### src/rtl/seg_xlate_pkg.sv
package seg_xlate_pkg;

    // Register select codes; the order is decoded by software.
    typedef enum logic [1:0] {
        SEL_PROG_BASE  = 2'd0,
        SEL_PROG_BOUND = 2'd1,
        SEL_DATA_BASE  = 2'd2,
        SEL_DATA_BOUND = 2'd3
    } seg_sel_e;

    localparam int unsigned NUM_PORTS = 2;
    localparam int unsigned PORT_FETCH = 0;
    localparam int unsigned PORT_DATA = 1;

endpackage

### src/rtl/seg_regfile.sv
module seg_regfile
    import seg_xlate_pkg::*;
#(
    parameter int unsigned ADDR_W = 32
) (
    input  logic              clk,
    input  logic              rst_n,
    input  logic              supervisor,
    input  logic              wr_en,
    input  logic [1:0]        sel,
    input  logic [ADDR_W-1:0] wdata,
    output logic [ADDR_W-1:0] rdata,
    output logic [ADDR_W-1:0] prog_base,
    output logic [ADDR_W-1:0] prog_bound,
    output logic [ADDR_W-1:0] data_base,
    output logic [ADDR_W-1:0] data_bound,
    output logic              priv_err
);

    typedef struct packed {
        logic [ADDR_W-1:0] pbase;
        logic [ADDR_W-1:0] pbound;
        logic [ADDR_W-1:0] dbase;
        logic [ADDR_W-1:0] dbound;
        logic              perr;
    } state_t;

    state_t   st_d;
    state_t   st_q;
    seg_sel_e sel_e;

    assign sel_e = seg_sel_e'(sel);

    always_comb begin
        st_d      = st_q;
        st_d.perr = 1'b0;
        if (wr_en) begin
            if (supervisor) begin
                case (sel_e)
                    SEL_PROG_BASE:  st_d.pbase  = wdata;
                    SEL_PROG_BOUND: st_d.pbound = wdata;
                    SEL_DATA_BASE:  st_d.dbase  = wdata;
                    default:        st_d.dbound = wdata;
                endcase
            end else begin
                st_d.perr = 1'b1;
            end
        end
    end

    always_ff @(posedge clk or negedge rst_n) begin
        if (!rst_n) begin
            st_q <= '0;
        end else begin
            st_q <= st_d;
        end
    end

    // Readback is visible only in supervisor mode.
    always_comb begin
        rdata = '0;
        if (supervisor) begin
            case (sel_e)
                SEL_PROG_BASE:  rdata = st_q.pbase;
                SEL_PROG_BOUND: rdata = st_q.pbound;
                SEL_DATA_BASE:  rdata = st_q.dbase;
                default:        rdata = st_q.dbound;
            endcase
        end
    end

    assign prog_base  = st_q.pbase;
    assign prog_bound = st_q.pbound;
    assign data_base  = st_q.dbase;
    assign data_bound = st_q.dbound;
    assign priv_err   = st_q.perr;

endmodule

### src/rtl/seg_port.sv
module seg_port #(
    parameter int unsigned ADDR_W = 32
) (
    input  logic [ADDR_W-1:0] eff_addr,
    input  logic [ADDR_W-1:0] seg_base,
    input  logic [ADDR_W-1:0] seg_limit,
    input  logic              pass_through,
    output logic [ADDR_W-1:0] phys_addr,
    output logic              out_of_range
);

    logic [ADDR_W-1:0] reloc;
    logic              over;

    always_comb begin
        reloc = eff_addr + seg_base;
        over  = (eff_addr >= seg_limit);
        if (pass_through) begin
            phys_addr    = eff_addr;
            out_of_range = 1'b0;
        end else begin
            phys_addr    = reloc;
            out_of_range = over;
        end
    end

endmodule

### src/rtl/split_base_bound_xlate.sv
module split_base_bound_xlate
    import seg_xlate_pkg::*;
#(
    parameter int unsigned ADDR_W = 32
) (
    input  logic              clk,
    input  logic              rst_n,
    input  logic              supervisor,
    input  logic              bypass,
    input  logic [ADDR_W-1:0] fetch_addr,
    output logic [ADDR_W-1:0] fetch_phys,
    output logic              fetch_fault,
    input  logic [ADDR_W-1:0] data_addr,
    output logic [ADDR_W-1:0] data_phys,
    output logic              data_fault,
    input  logic              cfg_wr_en,
    input  logic [1:0]        cfg_sel,
    input  logic [ADDR_W-1:0] cfg_wdata,
    output logic [ADDR_W-1:0] cfg_rdata,
    output logic              priv_fault
);

    logic [ADDR_W-1:0] prog_base_w;
    logic [ADDR_W-1:0] prog_bound_w;
    logic [ADDR_W-1:0] data_base_w;
    logic [ADDR_W-1:0] data_bound_w;
    logic              bypass_ok;

    logic [ADDR_W-1:0] port_ea    [NUM_PORTS];
    logic [ADDR_W-1:0] port_base  [NUM_PORTS];
    logic [ADDR_W-1:0] port_limit [NUM_PORTS];
    logic [ADDR_W-1:0] port_phys  [NUM_PORTS];
    logic              port_fault [NUM_PORTS];

    // Bypass is honoured only in supervisor mode.
    assign bypass_ok = bypass & supervisor;

    seg_regfile #(.ADDR_W(ADDR_W)) u_regs (
        .clk        (clk),
        .rst_n      (rst_n),
        .supervisor (supervisor),
        .wr_en      (cfg_wr_en),
        .sel        (cfg_sel),
        .wdata      (cfg_wdata),
        .rdata      (cfg_rdata),
        .prog_base  (prog_base_w),
        .prog_bound (prog_bound_w),
        .data_base  (data_base_w),
        .data_bound (data_bound_w),
        .priv_err   (priv_fault)
    );

    assign port_ea[PORT_FETCH]    = fetch_addr;
    assign port_base[PORT_FETCH]  = prog_base_w;
    assign port_limit[PORT_FETCH] = prog_bound_w;
    assign port_ea[PORT_DATA]     = data_addr;
    assign port_base[PORT_DATA]   = data_base_w;
    assign port_limit[PORT_DATA]  = data_bound_w;

    for (genvar p = 0; p < NUM_PORTS; p++) begin : g_port
        seg_port #(.ADDR_W(ADDR_W)) u_port (
            .eff_addr     (port_ea[p]),
            .seg_base     (port_base[p]),
            .seg_limit    (port_limit[p]),
            .pass_through (bypass_ok),
            .phys_addr    (port_phys[p]),
            .out_of_range (port_fault[p])
        );
    end

    assign fetch_phys  = port_phys[PORT_FETCH];
    assign fetch_fault = port_fault[PORT_FETCH];
    assign data_phys   = port_phys[PORT_DATA];
    assign data_fault  = port_fault[PORT_DATA];

endmodule

### config.mk
export PLATFORM = sky130hd
export DESIGN_NAME = split_base_bound_xlate
export DESIGN_NICKNAME = d
export VERILOG_FILES = /design/src/rtl/seg_xlate_pkg.sv /design/src/rtl/seg_regfile.sv /design/src/rtl/seg_port.sv /design/src/rtl/split_base_bound_xlate.sv
export SDC_FILE = /design/constraint.sdc
export NUM_CORES = 1
export LEC_CHECK = 0
export BUFFER_PORTS_ARGS = -buffer_cell sky130_fd_sc_hd__buf_2
export CAP_MARGIN = 5
export CELL_PAD_IN_SITES_DETAIL_PLACEMENT = 0
export CELL_PAD_IN_SITES_GLOBAL_PLACEMENT = 1
export CORE_MARGIN = 4
export CORE_UTILIZATION = 45
export DETAILED_ROUTE_END_ITERATION = 10
export PLACE_DENSITY_LB_ADDON = 0.1
export SLEW_MARGIN = 25
export SYNTH_ARGS = -nofsm -noshare
export SYNTH_HDL_FRONTEND = slang
export SYNTH_HIERARCHICAL = 1
export SYNTH_SLANG_ARGS = --single-unit
export TNS_END_PERCENT = 20
### constraint.sdc
create_clock -name clk -period 10.4 [get_ports clk]
set_clock_uncertainty 0.1 [all_clocks]
set_input_delay 2.6 -clock clk [delete_from_list [all_inputs] [get_ports clk]]
set_output_delay 2.6 -clock clk [all_outputs]
set_load 0.03 [all_outputs]
* After elaboration in Yosys (flattened, before gate mapping)
Index checks and enable logic that the tools add are counted.
Word-level totals: register bits after elaboration 129, input port bits 103, output and inout port bits 99, word-level logic and storage cells 27
Operators by class: add/sub/neg operators 2, magnitude comparators 2, eq/ne operators 2, muxes and demuxes 8, bitwise gates (word level) 2, reductions and logical operators 6
Operator list (number):
- $mux 32 | 3
- $pmux 32 s3 | 1
- $add 32x32->32 | 2
- $ge 32x32->1 | 2
- $reduce_and 3->1 | 4
- $mux 1 | 4
- $reduce_or 3->1 | 1
- $eq 2x1->1 const B | 1
- $eq 2x2->1 const B | 1
- $logic_not 2->1 | 1
- $and 1x1->1 | 1
- $not 1->1 | 1

* Logic depth before layout (Yosys ltp)
Gate-level depths: netlist of the first run.
word-level depth 4, gate-level depth with buffers 10, depth with buffers taken out 10

* Cells and area by module
The synthesis of the first run kept the hierarchy.
By module, submodules not included:
- seg_port | instances 2, cells an instance 422, area an instance 2869.0 um2, sequential area each 0.0 um2
- seg_regfile | instances 1, cells an instance 387, area an instance 5721.7 um2, sequential area each 3228.1 um2
- split_base_bound_xlate | instances 1, cells an instance 1, area an instance 6.3 um2, sequential area each 0.0 um2

* Worst setup path before layout of the first run
OpenSTA, ideal clock, no wires.
path kind input to output, start input data_addr[0], end output data_phys[26], data arrival time 5.051 ns, data required time 7.700 ns, slack 2.649 ns, cell stages on the path 10, buffers on the path 0, cell sequence ha_1 fa_1 a21o_1 a31o_1 nand3_2 nand3b_1 a31oi_1 or3_1 a211oi_1 a311oi_1
Between the ends: longest elaborated chain between the ends 2
Ends and longest elaborated chain:
- start: declaration | line split_base_bound_xlate.sv:13 | input logic [ADDR_W-1:0] data_addr,
- $add 32x32->32 | line seg_port.sv:16 | reloc = eff_addr + seg_base;
- $mux 32 | line seg_port.sv:18 | if (pass_through) begin
- end: declaration | line split_base_bound_xlate.sv:14 | output logic [ADDR_W-1:0] data_phys,
Every way passes these cells.

* Worst setup path in the final report of the first run
start input fetch_addr[0], end output fetch_phys[30]
Between the ends: longest elaborated chain between the ends 2
Ends and longest elaborated chain:
- start: declaration | line split_base_bound_xlate.sv:10 | input logic [ADDR_W-1:0] fetch_addr,
- $add 32x32->32 | line seg_port.sv:16
- $mux 32 | line seg_port.sv:18
- end: declaration | line split_base_bound_xlate.sv:11 | output logic [ADDR_W-1:0] fetch_phys,
Every way passes these cells.

==> metrics.txt, run 1 <==
area leader, netlist dfrtp_1; NetSw 1.21 mW; Logic pwr share 52.6%; Setup-failing EPs final 0; flop and latch count out of synthesis 129; Synth top area share 28.2%; Routability Congestion 0.867; Synth Instances 1232; Clock Power Share 21.3%; min-delay worst type flip-flop to flip-flop; vias in the first global route 9672; Least-Margin Pin Slew 0.687 ns; CTS tree yes; status finished, final reports clean; Max VDD drop 0.000114 V; most used cell, CP buf_2; Overflow after GRT 0; die width 168 um; Mapped Area 11500 sq um; Inserted Clock Buffers 17; Top FF cell, synth dfrtp_1; PwrDens 206 nW/um^2; core area 25100 sq um; Rows 58; async set-reset flop share out of synthesis 100%; I/O Pins 202; via/cell ratio 5.57; first-pass GRT wire length 51.9 mm; clk_lat worst skew 0.41 ns; clock transition at the registers of the reported paths 0.06 ns; largest net degree at the start of global routing 67; final period utilization 78.4%; sequential fraction of the synthesis area 28.2%; Sw Ratio 44.3%; fmax 123 MHz; Data arrival, critical path 5.45 ns; crit path max fanout 3; Residual DRC 0; Fin. Hold Viols 0; Synth Area per Inst 9.31 sq um; total wire length 32.6 mm; Pint 1.53 mW; IO Port Bufs 201; Initial Utilization 45.7%; total number of vias 9748; clock sinks 129; Die ar. 28100 sq um; maxcap violations 0; CP max-delay cell a31oi_1; number of synthesized flops with an enable pin 0; Clock Tree Buf Depth 2; Synth cell types 62; initial antenna violation count 8; setup TNS 0 ns; final core occ 53.0%; clock root buffer clkbuf_16; Worst setup EP type primary output; standby leakage power 6.56 nW; Setup crit start kind primary input; Post-Syn Nets 1463; post-route minimum period 8.15 ns; 1st-iter DRT viols 581; Setup Buffers After CTS 0; post_cts resized 0; count leader, synth mux2_2; H-tree levels 4; fraction of layout cells with a size suffix above 1 27.2%; number of iterations in the first detailed-routing pass 4; Commonest cells post-synth 130 x mux2_2, 129 x dfrtp_1, 126 x ha_1; Worst EP required 7.70 ns; CTS Hold Buffers Added 0; Area contributors post-synth dfrtp_1 28%, ha_1 14%, mux2_2 13%; final slew viol count 0; warning count from the yosys run 6; final net count 1635; fill count 2451; drt wl/cell 18.6 um; crit path kind primary input to primary output; DRT antenna net count 0; slowest stage delay, CP 0.48 ns; Reg power frac 26.1%; die height 168 um; Total GRT Usage 22.8%; HPWL after detailed placement 26.1 mm; Syn-to-layout area delta 16.1%; RSZ-0062 raised after global routing false; Slew HR 53.8%; crit-path cells buf_2 > ha_1 > fa_1 > a21o_1 > a31o_1 > nand3_2 > nand3b_1 > a31oi_1 > nor3_1 > or4_1 > nand3_1 > buf_2
critical path, delay by kind of cell:
family | cells | cell delay, ns
compound gates | 3 | 0.94
fa+ha+maj | 2 | 0.65
buf+inv | 2 | 0.31
simple gates | 5 | 0.94
power groups by stage:
stage	Combinational (mW)	Clock, mW	Sequential (mW)
final	1.44	0.583	0.714
after global routing	1.59	0.614	0.731
after CTS	1.45	0.592	0.717
after detailed placement	1.44	0	0.726
after global placement	1.43	0	0.722
after floorplan	1.09	0	0.682
final cells by class:
cell class	count	area (sq um)	area share [%]
Antenna cell	3	7.51	0.0564
Clock buffer	18	439	3.30
Clock inverter	14	144	1.08
Inverter	80	300	2.26
Multi-Input combinational cell	966	7680	57.7
Sequential cell	129	3230	24.3
Tap cell	330	413	3.10
Timing Repair Buffer	210	1090	8.20
per-stage QoR:
| stage | instances | hold slack, ns | power (mW) | setup slack, ns | area (sq um) |
|---|---|---|---|---|---|
| 3_3_place_gp | 1714 | 0.414 | 2.15 | 2.33 | 12700 |
| 3_5_place_dp | 1715 | 0.422 | 2.16 | 2.31 | 12700 |
| 2_1_floorplan | 1232 | 0.384 | 1.77 | 2.65 | 11500 |
| 5_1_grt | 1749 | 0.451 | 2.94 | 2.08 | 13300 |
| 6_report | 1750 | 0.430 | 2.74 | 2.25 | 13300 |
| 4_1_cts | 1747 | 0.435 | 2.76 | 2.31 | 13300 |
path summary, 6_finish.rpt:
| check | slack (ns) | to | cells after the start | from |
|---|---|---|---|---|
| setup / recovery | 2.25 | fetch_phys[30] | 12 | fetch_addr[0] |
| hold / removal | 0.43 | u_regs/prog_base[21] | 1 | u_regs/prog_base[21] |
| setup reg to reg | 9.47 | u_regs/data_base[1] | 1 | u_regs/data_base[1] |
| hold reg to reg | 0.43 | u_regs/prog_base[21] | 1 | u_regs/prog_base[21] |
| max in group asynchronous | 6.86 | u_regs/prog_bound[2] | 3 | rst_n |
| min in group asynchronous | 2.09 | u_regs/data_bound[25] | 1 | rst_n |
routing by layer:
metal	global-route usage (%)	part of all wire (%)	up-vias
li1	-	-	4891
met1	30.1	44	4600
met2	39.4	49	218
met3	5.41	5.9	27
met4	2.93	0.60	12
met5	0	0.25	-
cells in the final DEF (no fill, tap or decap), types with 6 or more instances in the layout:
cell       instances
buf_2            199
mux2_2           130
dfrtp_1          129
ha_1             126
nand2_1          108
inv_1             80
a21oi_1           72
mux2i_1           64
o21ai_0           60
a21o_1            56
nor2_1            40
xnor2_1           34
o22ai_1           34
o21bai_1          20
nand3_1           18
clkbuf_16         17
xor2_1            16
nand4_1           13
o21ai_1           12
o21a_1            12
a31oi_1           12
a211oi_1          12
buf_4             10
nand2b_1           9
nor3_1             8
o211ai_1           8
inv_6              6
a221oi_1           6
a211o_1            6
nor4_1             6
mux2_1             6
cells by family (layout without fill, tap and decap cells):
group,after synthesis,count (layout),share of synthesized area (%)
flip-flops,129,129,28.2
XOR/XNOR,50,50,3.82
other,0,3,0
adder cells (fa/ha/maj),128,128,14.1
AO/OA/AOI/OAI,344,344,19.7
multiplexers,200,200,18.9
buffers and inverters,137,322,5.01
AND/OR/NAND/NOR,244,244,10.2
registers in the layout, indices dropped and copies added, names as in the netlist:
signal             flops
u_regs/data_base      32
u_regs/data_bound     32
u_regs/prog_base      32
u_regs/prog_bound     32
u_regs/priv_err        1
Power figures use the tool's default switching activity.
==> inputs of run 2 (changes only) <==
Settings changed: CORE_UTILIZATION 45 to 40.
Clock period 10.4 ns to 6.63 ns, I/O delays scaled along.
==> metrics.txt, run 2 (same netlist as run 1, synthesis figures left out) <==
critical path's top delay family simple AND/OR/NAND/NOR gates; Logic pwr share 52.0% (-0.6 points); Inserted Clock Buffers 17 (unchanged); clock sinks 129 (unchanged); Slew HR 35.4% (-18 points); crit path max fanout 3 (unchanged); crit-path cells buf_2 > ha_1 > fa_1 > a21o_1 > a31o_1 > nand3_2 > nand3b_1 > a31oi_1 > nor3_1 > or4_1 > nand3_1 > buf_2; most used cell, CP buf_2; post_cts resized 0 (unchanged); status finished, final reports clean; Worst EP required 4.87 ns (-2.83 ns); Crit path buffers/inverters 2 (unchanged); I/O Pins 202 (unchanged); WP depth 12 (unchanged); total number of vias 9810 (+0.64%); fill count 2794 (+14%); Setup WS pre-CTS 0.374 ns (-1.94 ns); setup TNS 0 ns (unchanged); most frequent cells in the layout 199 x buf_2, 130 x mux2_2, 129 x dfrtp_1; clk_lat worst skew 0.41 ns (about the same); RSZ-0062 raised after global routing false; via/cell ratio 5.46 (-2.0%); initial antenna violation count 12 (+4); Clock Tree Buf Depth 2 (unchanged); Setup crit start kind primary input; Cell Count, Final, Fillers Out 1797 (+2.7%); vias in the first global route 9761 (+0.92%); Overflow after GRT 0 (unchanged); maxcap violations 0 (unchanged); die width 177 um (+5.8%); Total GRT Usage 21.3% (-1.5 points); CTS Hold Buffers Added 0 (unchanged); core area 28000 sq um (+12%); Clock Power Share 22.3% (+1.0 points); total power 4.36 mW (+59%); 1st-iter DRT viols 641 (+10%); fmax 159 MHz; antenna cell count 0 (-3); PwrDens 326 nW/um^2 (+58%); NetSw 1.90 mW (+57%); clock root buffer clkbuf_16; Fin. Hold Viols 0 (unchanged); worst setup margin 0.356 ns (-1.89 ns); DRT antenna net count 0 (unchanged); CP max-delay cell or4_1; drt wl/cell 19.0 um (+2.1%); fraction of layout cells with a size suffix above 1 27.2% (+0.032 points); CTS tree yes; DP Cell Count 1765 (+2.9%); Initial Utilization 40.9% (-4.7 points); total wire length 34.2 mm (+4.8%); Rows 61 (+5.2%); HPWL after detailed placement 27.1 mm (+3.9%); cells on worst reg2reg path 1 (unchanged); most common cell after layout, fill and taps aside buf_2; largest net degree at the start of global routing 92 (+37%); Residual DRC 0 (unchanged); clock transition at the registers of the reported paths 0.06 ns (about the same); Pint 2.46 mW (+61%); post-route minimum period 6.27 ns; crit path kind primary input to primary output; Max VDD drop 0.000221 V (+93%); first-pass GRT wire length 53.0 mm (+2.1%); Hold Path Cell Cnt 1 (unchanged); final net count 1637 (+0.12%); min-delay worst type flip-flop to flip-flop; Setup Buffers After CTS 0 (unchanged); H-tree levels 4 (unchanged); Reg power frac 25.6% (-0.5 points); Least-Margin Pin Slew 0.970 ns (+0.283 ns); IO Port Bufs 201 (unchanged); slowest stage delay, CP 0.49 ns (about the same); standby leakage power 6.58 nW (+0.28%); Sw Ratio 43.6% (-0.68 points); Worst setup EP type primary output; Syn-to-layout area delta 16.8%; number of iterations in the first detailed-routing pass 5 (+1); final slew viol count 0 (unchanged); final period utilization 94.6%; Routability Congestion 0.856 (-1.2%); Setup-failing EPs final 0 (unchanged); die height 177 um (+5.8%); Die ar. 31400 sq um (+12%); Data arrival, critical path 4.52 ns (-0.93 ns)
-- run 2: cell count changes in the layout (fill, tap and decap cells not counted), sizes merged --
cell      before  now
clkinvlp       2    3
clkinv         4    5
bufinv         1    3
buf          210  212
inv           87   83
diode          3    0
-- run 2: worst paths after layout --
check | startpoint | endpoint | slack, ns
max | data_addr[0] | data_phys[30] | 0.36
min | u_regs/data_bound[26] | u_regs/data_bound[26] | 0.43
max reg2reg | u_regs/prog_base[1] | u_regs/prog_base[1] | 5.68
min reg2reg | u_regs/data_bound[26] | u_regs/data_bound[26] | 0.43
max in group asynchronous | rst_n | u_regs/data_base[7] | 3.80
min in group asynchronous | rst_n | u_regs/data_bound[25] | 1.27
-- run 2: through the flow --
stage	utilization [%]	area, sq um	hold slack, ns
floorplan	-	11500	0.384
global placement	45.6	12800	0.412
detailed placement	45.6	12800	0.421
CTS	47.8	13400	0.434
global route	47.8	13400	0.450
finish	47.8	13400	0.433
-- run 2: cell type report --
class / count / area [sq um] / share of cell area (%)
multi-input cells: 966 / 7680 / 57.3
inverters: 80 / 300 / 2.24
well taps: 378 / 473 / 3.53
clock inverters: 14 / 179 / 1.34
repair buffers: 212 / 1090 / 8.16
clock buffers: 18 / 439 / 3.28
flip-flops and latches: 129 / 3230 / 24.1
-- run 2: routing by layer --
metal / global-route usage (%) / up-vias / share of wire, %
met1: 27.4 / 4653 / 44
li1: - / 4883 / -
met3: 5.30 / 36 / 6.1
met2: 37.6 / 218 / 49
met5: 0 / - / 0.32
met4: 2.51 / 20 / 0.57
-- run 2: power groups by stage --
stage	clock network (mW)	registers [mW]	logic, mW
after detailed placement	0	1.14	2.27
after floorplan	0	1.07	1.70
after global routing	1.03	1.15	2.51
final	0.974	1.12	2.27
after global placement	0	1.13	2.26
after CTS	0.990	1.13	2.29
==> inputs of run 3 (changes only) <==
Clock period 6.63 ns to 5.1 ns, I/O delays scaled along.
==> metrics.txt, run 3 (same netlist as run 1, synthesis figures left out) <==
Setup WS pre-CTS -0.222 ns (-0.596 ns); standby leakage power 7.00 nW (+6.4%); I/O Pins 202 (unchanged); crit path max fanout 3 (unchanged); Max VDD drop 0.000203 V (-7.9%); clock root buffer clkbuf_16; largest net degree at the start of global routing 77 (-16%); clock sinks 129 (unchanged); Worst EP required 3.72 ns (-1.15 ns); total number of vias 10100 (+3.1%); Setup-failing EPs final 1 (+1); final net count 1720 (+5.1%); RSZ-0062 raised after global routing true; Setup crit start kind primary input; maxcap violations 0 (unchanged); worst setup margin -0.0335 ns (-0.389 ns); Storage cell area 3230 sq um (unchanged); most used cell, CP buf_4; cells on worst reg2reg path 1 (unchanged); die height 177 um (unchanged); CTS tree yes; Overflow after GRT 0 (unchanged); Slew HR 48.8% (+13 points); reg2reg setup slack 4.12 ns (-1.56 ns); die width 177 um (unchanged); PwrDens 410 nW/um^2 (+26%); DRT antenna net count 0 (unchanged); first-pass GRT wire length 54.8 mm (+3.4%); crit-path cells buf_4 > ha_4 > fa_2 > a21o_1 > a31o_1 > nand3_2 > and3b_2 > o211ai_2 > buf_4 > nand2_1 > or4_1 > a32o_1 > buf_6; antenna cell count 0 (unchanged); total power 5.85 mW (+34%); Worst setup EP type primary output; Rows 61 (unchanged); area of the multi-input gates 7900 sq um (+2.8%); 1st-iter DRT viols 672 (+4.8%); Syn-to-layout area delta 24.3%; drt wl/cell 18.8 um (-1.3%); failing checks negative setup slack; post-route minimum period 5.13 ns; final slew viol count 0 (unchanged); most common cell after layout, fill and taps aside buf_2; H-tree levels 4 (unchanged); clock transition at the registers of the reported paths 0.06 ns (about the same); Least-Margin Pin Slew 0.767 ns (-0.202 ns); Hold Path Cell Cnt 1 (unchanged); vias in the first global route 10300 (+5.4%); Die ar. 31400 sq um (unchanged); slowest stage delay, CP 0.50 ns (about the same); IO Port Bufs 201 (unchanged); Post-DP Area 13400 sq um (+4.9%); min-delay worst type flip-flop to flip-flop; core area 28000 sq um (unchanged); CTS Hold Buffers Added 0 (unchanged); crit path kind primary input to primary output; Residual DRC 0 (unchanged); Total GRT Usage 22.1% (+0.72 points); status complete, but fails checks; via/cell ratio 5.38 (-1.4%); final core occ 50.9% (+3.0 points); CP max-delay cell or4_1; Inserted Clock Buffers 17 (unchanged); Data arrival, critical path 3.76 ns (-0.76 ns); fill count 2706 (-3.1%); most frequent cells in the layout 188 x buf_2, 130 x mux2_2, 129 x dfrtp_1; Design Area, Final 14200 sq um (+6.4%); clk_lat worst skew 0.40 ns (about the same); fraction of layout cells with a size suffix above 1 33.2% (+6.0 points); number of iterations in the first detailed-routing pass 7 (+2); final period utilization 101%; Initial Utilization 40.9% (unchanged); initial antenna violation count 8 (-4); total wire length 35.3 mm (+3.2%); HPWL after detailed placement 28.2 mm (+3.9%); Clock Tree Buf Depth 2 (unchanged); Fin. Hold Viols 0 (unchanged); fmax 195 MHz; Routability Congestion 0.853 (-0.35%)
==> run 3: report_power, final <==
group	switching [mW]	leakage (nW)	total, mW	internal (mW)
clock	0.464	0.268	1.14	0.677
combinational	1.87	5.18	3.24	1.37
sequential	0.213	1.55	1.46	1.25
total	2.55	7.00	5.85	3.30
==> run 3: layout make-up <==
| cell class | count | share of cell area [%] |
|---|---|---|
| Clock buffer | 18 | 3.01 |
| Clock inverter | 14 | 0.931 |
| Inverter | 80 | 2.11 |
| Multi-Input combinational cell | 966 | 55.4 |
| Sequential cell | 129 | 22.7 |
| Tap cell | 378 | 3.32 |
| Timing Repair Buffer | 295 | 12.5 |
==> run 3: worst max-delay path: cells and delay by family <==
kind	cells	cell delay, ns
fa+ha+maj	2	0.33
buf+inv	3	0.40
compound gates	4	0.85
simple gates	4	0.89
==> run 3: per-stage QoR <==
step / cells / TNS [ns] / hold WS [ns]
after floorplan: 1232 / -0.00126 / 0.384
after global placement: 1845 / -1.47 / 0.415
after detailed placement: 1845 / -1.47 / 0.418
after CTS: 1878 / -0.0793 / 0.431
after global routing: 1880 / -0.221 / 0.452
final: 1880 / -0.0335 / 0.427
==> run 3: timing repair <==
item | 4_1_cts | 5_1_grt
setup buffers | 1 | 2
resized for setup | 18 | 36
setup endpoints to repair | 15 | 20
pin swaps | 7 | 11
==> run 3: layer usage <==
| metal | part of all wire, % | wire [um] | GRT usage [%] |
|---|---|---|---|
| met3 | 5.2 | 1840 | 4.84 |
| met2 | 50 | 17700 | 39.6 |
| met1 | 43 | 15300 | 27.9 |
| met5 | 0.28 | 98 | 0 |
| met4 | 1.0 | 370 | 2.96 |
==> run 3: worst paths after layout <==
| path | end | from |
|---|---|---|
| worst min register to register | u_regs/prog_bound[12] | u_regs/prog_bound[12] |
| min in group asynchronous | u_regs/data_base[25] | rst_n |
| worst min-delay path | u_regs/prog_bound[12] | u_regs/prog_bound[12] |
| worst max-delay path | fetch_phys[28] | fetch_addr[0] |
| max in group asynchronous | u_regs/data_base[2] | rst_n |
| worst max register to register | u_regs/data_base[1] | u_regs/data_base[1] |
